### config.mk
export PLATFORM = sky130hd
export DESIGN_NAME = obx_top
export DESIGN_NICKNAME = d
export VERILOG_FILES = /design/src/rtl/obx_pkg.sv /design/src/rtl/obx_regs.sv /design/src/rtl/obx_match.sv /design/src/rtl/obx_resolve.sv /design/src/rtl/obx_top.sv
export SDC_FILE = /design/constraint.sdc
export NUM_CORES = 2
export LEC_CHECK = 0
export BUFFER_PORTS_ARGS = -buffer_cell sky130_fd_sc_hd__clkbuf_2
export CAP_MARGIN = 20
export CORE_UTILIZATION = 45
export CTS_CLUSTER_SIZE = 25
export DETAILED_ROUTE_END_ITERATION = 6
export SLEW_MARGIN = 20
export SYNTH_ARGS = -nofsm -noshare
export SYNTH_HDL_FRONTEND = slang
export SYNTH_SLANG_ARGS = --single-unit
### constraint.sdc
create_clock -name clk -period 9.3 [get_ports clk]
set_clock_uncertainty 0.05 [all_clocks]
set_input_delay 1.395 -clock clk [delete_from_list [all_inputs] [get_ports clk]]
set_output_delay 1.395 -clock clk [all_outputs]
set_load 0.05 [all_outputs]
### src/rtl/obx_pkg.sv
package obx_pkg;
    localparam int unsigned CFG_AW = 12;
    localparam int unsigned DW     = 32;

    localparam logic [CFG_AW-1:0] OFS_VIEW  = 12'h900;
    localparam logic [CFG_AW-1:0] OFS_CTL1  = 12'h904;
    localparam logic [CFG_AW-1:0] OFS_CTL2  = 12'h908;
    localparam logic [CFG_AW-1:0] OFS_LBASE = 12'h90C;
    localparam logic [CFG_AW-1:0] OFS_UBASE = 12'h910;
    localparam logic [CFG_AW-1:0] OFS_BOUND = 12'h914;
    localparam logic [CFG_AW-1:0] OFS_LTGT  = 12'h918;
    localparam logic [CFG_AW-1:0] OFS_UTGT  = 12'h91C;

    // one outbound window
    typedef struct packed {
        logic [4:0]    kind;
        logic          en;
        logic          bar;
        logic [DW-1:0] lbase;
        logic [DW-1:0] ubase;
        logic [DW-1:0] bound;
        logic [DW-1:0] ltgt;
        logic [DW-1:0] utgt;
    } win_t;

    typedef enum logic {RD_IDLE, RD_RESP} rd_state_e;
endpackage

### src/rtl/obx_regs.sv
module obx_regs
    import obx_pkg::*;
#(
    parameter int unsigned NWIN  = 4,
    parameter int unsigned IDX_W = 2
) (
    input  logic                 clk,
    input  logic                 rst_n,
    input  logic                 cfg_en,
    input  logic                 cfg_wr,
    input  logic [CFG_AW-1:0]    cfg_addr,
    input  logic [DW-1:0]        cfg_wdata,
    output logic [DW-1:0]        cfg_rdata,
    output logic                 cfg_rvalid,
    output win_t [NWIN-1:0]      win_o
);
    rd_state_e          state_q, state_d;
    win_t [NWIN-1:0]    win_q;
    logic               vp_dir;
    logic [IDX_W-1:0]   vp_idx;
    logic [DW-1:0]      rd_mux;
    logic               rd_req, wr_req, sel_ok;

    assign rd_req = cfg_en && !cfg_wr;
    assign wr_req = cfg_en && cfg_wr;
    assign sel_ok = !vp_dir && (int'(vp_idx) < NWIN);
    assign win_o  = win_q;

    // state register
    always_ff @(posedge clk or negedge rst_n) begin
        if (!rst_n) state_q <= RD_IDLE;
        else        state_q <= state_d;
    end

    // next state
    always_comb begin
        state_d = state_q;
        unique case (state_q)
            RD_IDLE: state_d = rd_req ? RD_RESP : RD_IDLE;
            RD_RESP: state_d = rd_req ? RD_RESP : RD_IDLE;
        endcase
    end

    // outputs of the machine
    always_comb begin
        cfg_rvalid = (state_q == RD_RESP);
    end

    // read multiplexer
    always_comb begin
        rd_mux = '0;
        if (cfg_addr == OFS_VIEW) begin
            rd_mux = {vp_dir, {(DW-1-IDX_W){1'b0}}, vp_idx};
        end else if (sel_ok) begin
            unique case (cfg_addr)
                OFS_CTL1:  rd_mux = {{(DW-5){1'b0}}, win_q[vp_idx].kind};
                OFS_CTL2:  rd_mux = {win_q[vp_idx].en, win_q[vp_idx].bar, {(DW-2){1'b0}}};
                OFS_LBASE: rd_mux = win_q[vp_idx].lbase;
                OFS_UBASE: rd_mux = win_q[vp_idx].ubase;
                OFS_BOUND: rd_mux = win_q[vp_idx].bound;
                OFS_LTGT:  rd_mux = win_q[vp_idx].ltgt;
                OFS_UTGT:  rd_mux = win_q[vp_idx].utgt;
                default:   rd_mux = '0;
            endcase
        end
    end

    always_ff @(posedge clk or negedge rst_n) begin
        if (!rst_n)      cfg_rdata <= '0;
        else if (rd_req) cfg_rdata <= rd_mux;
    end

    // register writes
    always_ff @(posedge clk or negedge rst_n) begin
        if (!rst_n) begin
            vp_dir <= 1'b0;
            vp_idx <= '0;
            win_q  <= '0;
        end else if (wr_req) begin
            if (cfg_addr == OFS_VIEW) begin
                vp_dir <= cfg_wdata[DW-1];
                vp_idx <= cfg_wdata[IDX_W-1:0];
            end else if (sel_ok) begin
                unique case (cfg_addr)
                    OFS_CTL1:  win_q[vp_idx].kind  <= cfg_wdata[4:0];
                    OFS_CTL2: begin
                        win_q[vp_idx].en  <= cfg_wdata[31];
                        win_q[vp_idx].bar <= cfg_wdata[30];
                    end
                    OFS_LBASE: win_q[vp_idx].lbase <= cfg_wdata;
                    OFS_UBASE: win_q[vp_idx].ubase <= cfg_wdata;
                    OFS_BOUND: win_q[vp_idx].bound <= cfg_wdata;
                    OFS_LTGT:  win_q[vp_idx].ltgt  <= cfg_wdata;
                    OFS_UTGT:  win_q[vp_idx].utgt  <= cfg_wdata;
                    default: ;
                endcase
            end
        end
    end

    a_r3_read_strobe: assert property (@(posedge clk) disable iff (!rst_n)
        rd_req |=> cfg_rvalid);
    a_r3_no_spurious_strobe: assert property (@(posedge clk) disable iff (!rst_n)
        !rd_req |=> !cfg_rvalid);
    a_r10_inbound_frozen: assert property (@(posedge clk) disable iff (!rst_n)
        (wr_req && vp_dir && cfg_addr != OFS_VIEW) |=> $stable(win_q));
    a_r12_stray_write: assert property (@(posedge clk) disable iff (!rst_n)
        (wr_req && (cfg_addr < OFS_VIEW || cfg_addr > OFS_UTGT)) |=> $stable(win_q));
endmodule

### src/rtl/obx_match.sv
module obx_match
    import obx_pkg::*;
#(
    parameter int unsigned NWIN = 4
) (
    input  win_t [NWIN-1:0]   win_i,
    input  logic [2*DW-1:0]   addr_i,
    output logic [NWIN-1:0]   hit_o
);
    for (genvar g = 0; g < NWIN; g++) begin : g_win
        logic up_eq, lo_ge, lo_le;
        assign up_eq = (addr_i[2*DW-1:DW] == win_i[g].ubase);
        assign lo_ge = (addr_i[DW-1:0] >= win_i[g].lbase);
        assign lo_le = (addr_i[DW-1:0] <= win_i[g].bound);
        assign hit_o[g] = win_i[g].en && up_eq && lo_ge && lo_le;
    end
endmodule

### src/rtl/obx_resolve.sv
module obx_resolve
    import obx_pkg::*;
#(
    parameter int unsigned NWIN  = 4,
    parameter int unsigned IDX_W = 2
) (
    input  logic                clk,
    input  logic                rst_n,
    input  win_t [NWIN-1:0]     win_i,
    input  logic [NWIN-1:0]     hit_i,
    input  logic                req_i,
    input  logic [2*DW-1:0]     addr_i,
    output logic                xo_valid,
    output logic                xo_hit,
    output logic [IDX_W-1:0]    xo_idx,
    output logic [2*DW-1:0]     xo_addr,
    output logic [4:0]          xo_kind
);
    logic [IDX_W-1:0]  sel;
    logic              any;
    logic [2*DW-1:0]   xl_addr;

    // lowest index wins: scan downward, last assignment sticks
    always_comb begin
        sel = '0;
        for (int i = NWIN - 1; i >= 0; i--) begin
            if (hit_i[i]) sel = IDX_W'(i);
        end
    end

    assign any     = |hit_i;
    assign xl_addr = addr_i - {win_i[sel].ubase, win_i[sel].lbase}
                            + {win_i[sel].utgt,  win_i[sel].ltgt};

    always_ff @(posedge clk or negedge rst_n) begin
        if (!rst_n) begin
            xo_valid <= 1'b0;
            xo_hit   <= 1'b0;
            xo_idx   <= '0;
            xo_addr  <= '0;
            xo_kind  <= '0;
        end else begin
            xo_valid <= req_i;
            xo_hit   <= req_i && any;
            xo_idx   <= (req_i && any) ? sel : '0;
            xo_addr  <= (req_i && any) ? xl_addr : '0;
            xo_kind  <= (req_i && any) ? win_i[sel].kind : '0;
        end
    end

    a_r8_lowest_wins: assert property (@(posedge clk) disable iff (!rst_n)
        any |-> (hit_i[sel] && ((hit_i & ((NWIN'(1) << sel) - NWIN'(1))) == '0)));
    a_r11_result_follows: assert property (@(posedge clk) disable iff (!rst_n)
        req_i |=> xo_valid);
    a_r9_miss_is_zero: assert property (@(posedge clk) disable iff (!rst_n)
        (!req_i || !any) |=> (!xo_hit && xo_addr == '0 && xo_kind == '0 && xo_idx == '0));
    a_r4_disabled_silent: assert property (@(posedge clk) disable iff (!rst_n)
        (req_i && any) |-> win_i[sel].en);
endmodule

### src/rtl/obx_top.sv
module obx_top
    import obx_pkg::*;
#(
    parameter int unsigned NWIN  = 4,
    localparam int unsigned IDX_W = (NWIN > 1) ? $clog2(NWIN) : 1
) (
    input  logic                clk,
    input  logic                rst_n,
    input  logic                cfg_en,
    input  logic                cfg_wr,
    input  logic [11:0]         cfg_addr,
    input  logic [31:0]         cfg_wdata,
    output logic [31:0]         cfg_rdata,
    output logic                cfg_rvalid,
    input  logic                xl_valid,
    input  logic [63:0]         xl_addr,
    output logic                xo_valid,
    output logic                xo_hit,
    output logic [IDX_W-1:0]    xo_idx,
    output logic [63:0]         xo_addr,
    output logic [4:0]          xo_kind
);
    win_t [NWIN-1:0]  wins;
    logic [NWIN-1:0]  hits;

    obx_regs #(.NWIN(NWIN), .IDX_W(IDX_W)) u_regs (
        .clk        (clk),
        .rst_n      (rst_n),
        .cfg_en     (cfg_en),
        .cfg_wr     (cfg_wr),
        .cfg_addr   (cfg_addr),
        .cfg_wdata  (cfg_wdata),
        .cfg_rdata  (cfg_rdata),
        .cfg_rvalid (cfg_rvalid),
        .win_o      (wins)
    );

    obx_match #(.NWIN(NWIN)) u_match (
        .win_i  (wins),
        .addr_i (xl_addr),
        .hit_o  (hits)
    );

    obx_resolve #(.NWIN(NWIN), .IDX_W(IDX_W)) u_resolve (
        .clk      (clk),
        .rst_n    (rst_n),
        .win_i    (wins),
        .hit_i    (hits),
        .req_i    (xl_valid),
        .addr_i   (xl_addr),
        .xo_valid (xo_valid),
        .xo_hit   (xo_hit),
        .xo_idx   (xo_idx),
        .xo_addr  (xo_addr),
        .xo_kind  (xo_kind)
    );

    a_r1_quiet_after_reset: assert property (@(posedge clk) disable iff (!rst_n)
        $rose(rst_n) |-> (!xo_hit && !cfg_rvalid));
endmodule

After elaboration in Yosys (flattened, before gate mapping). Index checks and enable logic that the tools add are counted.

Add/subtract/negate cells: 2. Multipliers: 0. Div/mod/pow operators: 0. Order comparisons: 11. Equality and inequality tests: 12. Shift-type cells: 0. Mux-type cells: 40. Bitwise logic cells: 2. Reductions and logical operators: 21.

Operators with widths (number): $bwmux W668 (8); $pmux W668 S7 (1); $demux W167 S2 (8); $bmux W167 S2 (2); $mux W167 (3); $pmux W32 S7 (1); $mux W162 (1); $mux W161 (1); $mux W160 (1); $eq A32 B32 Y1 (4); $ge A32 B32 Y1 (4); $le A32 B32 Y1 (4); $mux W128 (1); $mux W64 (2); $eq A12 B12 Y1 const B (8); $mux W32 (3); $mux W96 (1); $add A64 B64 Y64 (1); $sub A64 B64 Y64 (1); $logic_and A1 B1 Y1 (16); $mux W2 (5); $reduce_bool A7 Y1 (1); $lt A2 B3 Y1 const B (2); $mux W5 (1); 7 further kinds (8).

Flip-flop bits (word level): 777. Latch bits: 0. Memory bits (writable): 0. Bits in read-only memories: 0. Input port bits: 113. Output and inout port bits: 106. Logic and storage cells: 129. Memories kept: 0.

Logic depth before layout (Yosys ltp).
Word-level depth: 13. Gate-level depth with buffers: 31.

By module. A second synthesis with hierarchy kept.

Cell total of the unflattened synthesis: 4154. Area total of the unflattened synthesis: 49646.4 µm².

Modules (own cells, without submodules): obx_regs (times used 1, cells each 2065, area an instance 31059.8 µm², sequential area each 17616.9 µm²); obx_resolve (times used 1, cells each 1025, area an instance 10825.4 µm², sequential area each 1826.8 µm²); obx_match (times used 1, cells each 1064, area an instance 7761.2 µm², sequential area each 0.0 µm²).

Least setup slack after synthesis. No wires, ideal clock.

Path type: in2reg. Start point: input xl_addr[1]. End point: register u_resolve.xo_addr[61]. Setup time: 132 ps. Arrival time: 7772 ps. Slack: 1346 ps. Cell stages on the path: 27. Cell sequence: ha_1 nor2b_1 o211ai_1 a2111oi_0 or4b_1 and3_1 or4_4 a211oi_4 buf_4 buf_2 buf_4 mux2i_1 a21oi_1 fa_1 ha_1 o21ai_0 a211o_1 and2_1 a211oi_1 o21ai_0 a21boi_0 o21ai_0 o41ai_1 a31oi_1 o21ai_0 xnor2_1 nor2_1.

Cells in the longest elaborated chain, start to end: 12. Elaborated cells between the ends (all ways): 27.

RTL lines: start, declared (line obx_top.sv:16) `input logic [63:0] xl_addr,`; $ge A32 B32 Y1 (line obx_match.sv:13) `assign lo_ge = (addr_i[DW-1:0] >= win_i[g].lbase);`; $logic_and A1 B1 Y1 (2 in a row) (line obx_match.sv:15) `assign hit_o[g] = win_i[g].en && up_eq && lo_ge && lo_le;`; $mux W2 (4 in a row) (line obx_resolve.sv:27) `if (hit_i[i]) sel = IDX_W'(i);`; $bmux W167 S2 (line obx_resolve.sv:32, obx_resolve.sv:33); $mux W167 (not written as such) (line obx_resolve.sv:32) `assign xl_addr = addr_i - {win_i[sel].ubase, win_i[sel].lbase}`; $sub A64 B64 Y64 (line obx_resolve.sv:32); $add A64 B64 Y64 (line obx_resolve.sv:33) `+ {win_i[sel].utgt, win_i[sel].ltgt};`; $mux W64 (*) (line obx_resolve.sv:46) `xo_addr <= (req_i && any) ? xl_addr : '0;`; end signal, assigned (line obx_resolve.sv:46); end, declared (line obx_resolve.sv:16) `output logic [2*DW-1:0] xo_addr,`.

Mark *: on every way between the ends. The rest lies on a longest branch, timed or not. The select of a mux whose other input is x is not followed. A chain may end at the register's enable or synchronous reset.

Worst setup path in the final report.
Start point: input xl_addr[6]. End point: register u_resolve.xo_addr[63].

Same word-level chain as after synthesis.

==> summary.txt <==
Outcome
  – Outcome: complete, no violations

Setup path
  – Slowest cell on crit path: a221oi_1
  – Setup crit end kind: flop
  – CP most frequent cell: buf_4
  – Reg2Reg Depth: 28
  – Worst r2r dst: u_resolve.xo_addr[63]
  – Critical path class: in2reg
  – CP Data Required Time: 9.79 ns
  – WP data arrival: 9.40 ns
  – R2R setup slack: 1.05 ns
  – Cell class contributing the biggest share of worst-path delay: compound AO/OA/AOI/OAI gates
  – Worst stage delay on the critical path: 0.92 ns
  – Startpoint types: input port
  – CP max FO: 11
  – Buffers plus inverters on the worst setup path: 5

Floorplanning
  – Ports: 219
  – Initial Util: 45.4%
  – Die ar.: 113000 um^2
  – Die width: 336 um
  – Core box area: 111000 um^2
  – Row count: 122
  – Die Ht: 336 um

Synth
  – Top FF cell, synth: dfrtp_1
  – Post-synth EDFFs: 0
  – Post-Syn Nets: 5366
  – Sequential fraction of the synthesis area: 38.6%
  – Synth cell types: 74
  – Mapped cell area: 50300 um^2
  – Yosys warns: 0
  – Post-synthesis cell count: 4870
  – Post-synthesis async set-or-reset flop share: 100%
  – Flops & latches, synth: 777
  – Leading area contributor after synthesis: dfrtp_1
  – Largest cells by area after synthesis: dfrtp_1 39%, mux2_2 8.0%, ha_1 8.0%
  – Synth top area share: 38.6%
  – Avg Cell Area, Syn: 10.3 um^2

Timing
  – RSZ-0062 raised after global routing: no
  – Max Slew Vio Count: 0
  – Final Hold Viols: 0
  – Period minus WS final: 8.90 ns
  – Tcrit/Tclk final: 95.7%
  – Worst-Margin Slew: 1.34 ns
  – Max frequency: 112 MHz
  – Slew HR: 10.4%
  – # setup viols final: 0
  – Setup TNS: 0 ns

Clocking
  – TritonCTS buffer count: 91
  – Max H-tree Level: 3
  – Sink Count: 777
  – Later-pin clock latency in the skew report: 0.69 ns
  – Clock root cell: clkbuf_16
  – Hold buffers post-CTS: 0
  – Clock slew at reported path FFs: 0.06 ns
  – CTS resizes: 0
  – Setup Buffers After CTS: 0
  – Max clock buf depth: 3
  – TritonCTS clock tree: yes

Global routing
  – Overall Global Routing Usage: 32.7%
  – Number of global-route vias before repair: 39500
  – Pin count of the biggest net entering global routing: 171
  – GRT overflow: 0
  – Antenna violations before repair: 10
  – First-pass GRT wire length: 272000 um

Worst hold path
  – Hold Path Origin: u_regs.cfg_rdata[3]
  – Min-delay worst type: reg2reg
  – Worst hold path endpoint: u_regs.cfg_rdata[3]
  – Worst hold path stage count: 2

Layout
  – Multi-input logic area: 28600 um^2
  – Share of cells above drive strength 1: 24.2%
  – Fin nets: 5680
  – Post-Layout Cell Count: 6749
  – Register area: 19500 um^2
  – Area delta synth->final: 15.3%
  – Fillers: 10100

Drt
  – Final wirelength: 185000 um
  – Via density: 6.10
  – DRC violations left: 0
  – Drt pass-1 iters: 6
  – DR vias: 41200
  – Antenna Nets Post-Route: 0
  – Wire per inst: 27.4 um
  – 1st-iter DRT viols: 4240

Power and ir drop
  – Pwr dens: 138 nW/um^2
  – IR Drop Worst-Case VDD: 128 uV
  – Power Total: 7.98 mW
  – Leakage power: 27.1 nW

Placed design
  – RePlAce Congestion: 1.01
  – I/O Buffers: 218
  – DP Cell Count: 6579
  – DP Wirelength: 134000 um

Job
  – Max-cap violations: 0
## cell usage after synthesis, types with 27 or more instances
cell type,n
dfrtp_1,777
nand2_1,507
o21ai_0,368
mux2_2,359
ha_1,320
inv_1,296
clkbuf_1,267
a21oi_1,252
nor2_1,193
mux4_2,170
a22o_1,167
mux2i_1,132
a211oi_1,93
xor2_1,91
nor2b_1,88
xnor2_1,84
a21o_1,78
nand4_1,72
fa_1,63
nand3_1,59
nor3_1,43
o211ai_1,41
buf_1,37
a221oi_1,36
nor4_1,36
nand2b_1,27
## cell families (layout without fill, tap and decap cells)
| kind of cell | count (synthesis) | after routing | synth area share, % |
|---|---|---|---|
| fa+ha+maj | 383 | 383 | 10.5 |
| simple gates | 1119 | 1119 | 10.4 |
| flops | 777 | 777 | 38.6 |
| other cells | 0 | 3 | 0 |
| compound gates | 1129 | 1129 | 14.4 |
| xor+xnor | 176 | 176 | 3.09 |
| buf+inv | 625 | 1013 | 4.77 |
| mux | 661 | 661 | 18.3 |
## cells in the final DEF (no fill, tap or decap), drive strengths merged, types with 9 or more instances in the layout
| master | netlist | routed |
|---|---|---|
| a22o | 167 | 167 |
| o21ai | 371 | 371 |
| nor2 | 193 | 193 |
| o21bai | 13 | 13 |
| nor3 | 43 | 43 |
| nand2 | 507 | 507 |
| nor4 | 36 | 36 |
| mux2 | 359 | 359 |
| ha | 320 | 320 |
| fa | 63 | 63 |
| nor3b | 10 | 10 |
| clkinvlp | 0 | 11 |
| mux4 | 170 | 170 |
| or3 | 10 | 10 |
| a211oi | 94 | 94 |
| o211ai | 41 | 41 |
| nand3 | 59 | 59 |
| bufinv | 0 | 13 |
| and3 | 15 | 15 |
| xnor2 | 84 | 84 |
| inv | 296 | 300 |
| nor2b | 88 | 88 |
| a221oi | 36 | 36 |
| a21oi | 252 | 252 |
| and4 | 15 | 15 |
| nand4 | 72 | 72 |
| nand2b | 27 | 27 |
| xor2 | 91 | 91 |
| buf | 62 | 333 |
| clkinv | 0 | 18 |
| o21a | 10 | 10 |
| a21o | 78 | 78 |
| a2111oi | 11 | 11 |
| mux2i | 132 | 132 |
| clkbuf | 267 | 338 |
| dfrtp | 777 | 777 |
| a21boi | 9 | 9 |
## through the flow
stage          hold WS (ns)  area, um^2  utilization [%]  setup slack [ns]
4_1_cts               0.435       58000             52.4             0.518
6_report              0.426       58000             52.4             0.398
3_5_place_dp          0.421       54800             49.5            -0.157
5_1_grt               0.456       58000             52.4            0.0511
3_3_place_gp          0.412       54800             49.5           -0.0211
2_1_floorplan         0.424       50300                -              1.35
## worst register-to-register path: cells and delay by family, from the launching register on
family / cells / cell delay [ns]
xor+xnor: 1 / 0.15
compound gates: 15 / 4.60
buf+inv: 5 / 0.90
simple gates: 4 / 0.95
flops: 1 / 0.39
fa+ha+maj: 3 / 1.09
## metal layers
metal	wire length [um]	track usage, %	vias up
li1	-	-	18300
met1	80300	46.1	20800
met2	82500	50.4	1818
met3	15800	6.54	263
met4	6260	10.7	12
met5	83	0	-
## where the power goes
part           switching (mW)  total (mW)  internal (mW)
clock                    1.56        3.88           2.31
sequential            0.00682        3.40           3.39
combinational           0.467       0.713          0.246
## how the worst max path moves through the flow
stage                     startpoint               endpoint  slack [ns]  cells past startpoint
after floorplan           xl_addr[1]  u_resolve.xo_addr[61]        1.35                     27
after global placement    xl_addr[6]  u_resolve.xo_addr[63]       -0.02                     30
after detailed placement  xl_addr[6]  u_resolve.xo_addr[63]       -0.16                     28
after CTS                 xl_addr[6]  u_resolve.xo_addr[63]        0.52                     28
after global routing      xl_addr[6]  u_resolve.xo_addr[61]        0.05                     30
final                     xl_addr[6]  u_resolve.xo_addr[63]        0.40                     28
## final cells by class
cell class,count,share of cell area [%]
diodes,3,0.0129
clock buffers,121,4.43
clock inverters,46,1.09
inverters,296,1.91
multi-input cells,3468,49.3
flip-flops and latches,777,33.5
well taps,1488,3.21
repair buffers,550,6.47
Power figures use the tool's default switching activity.
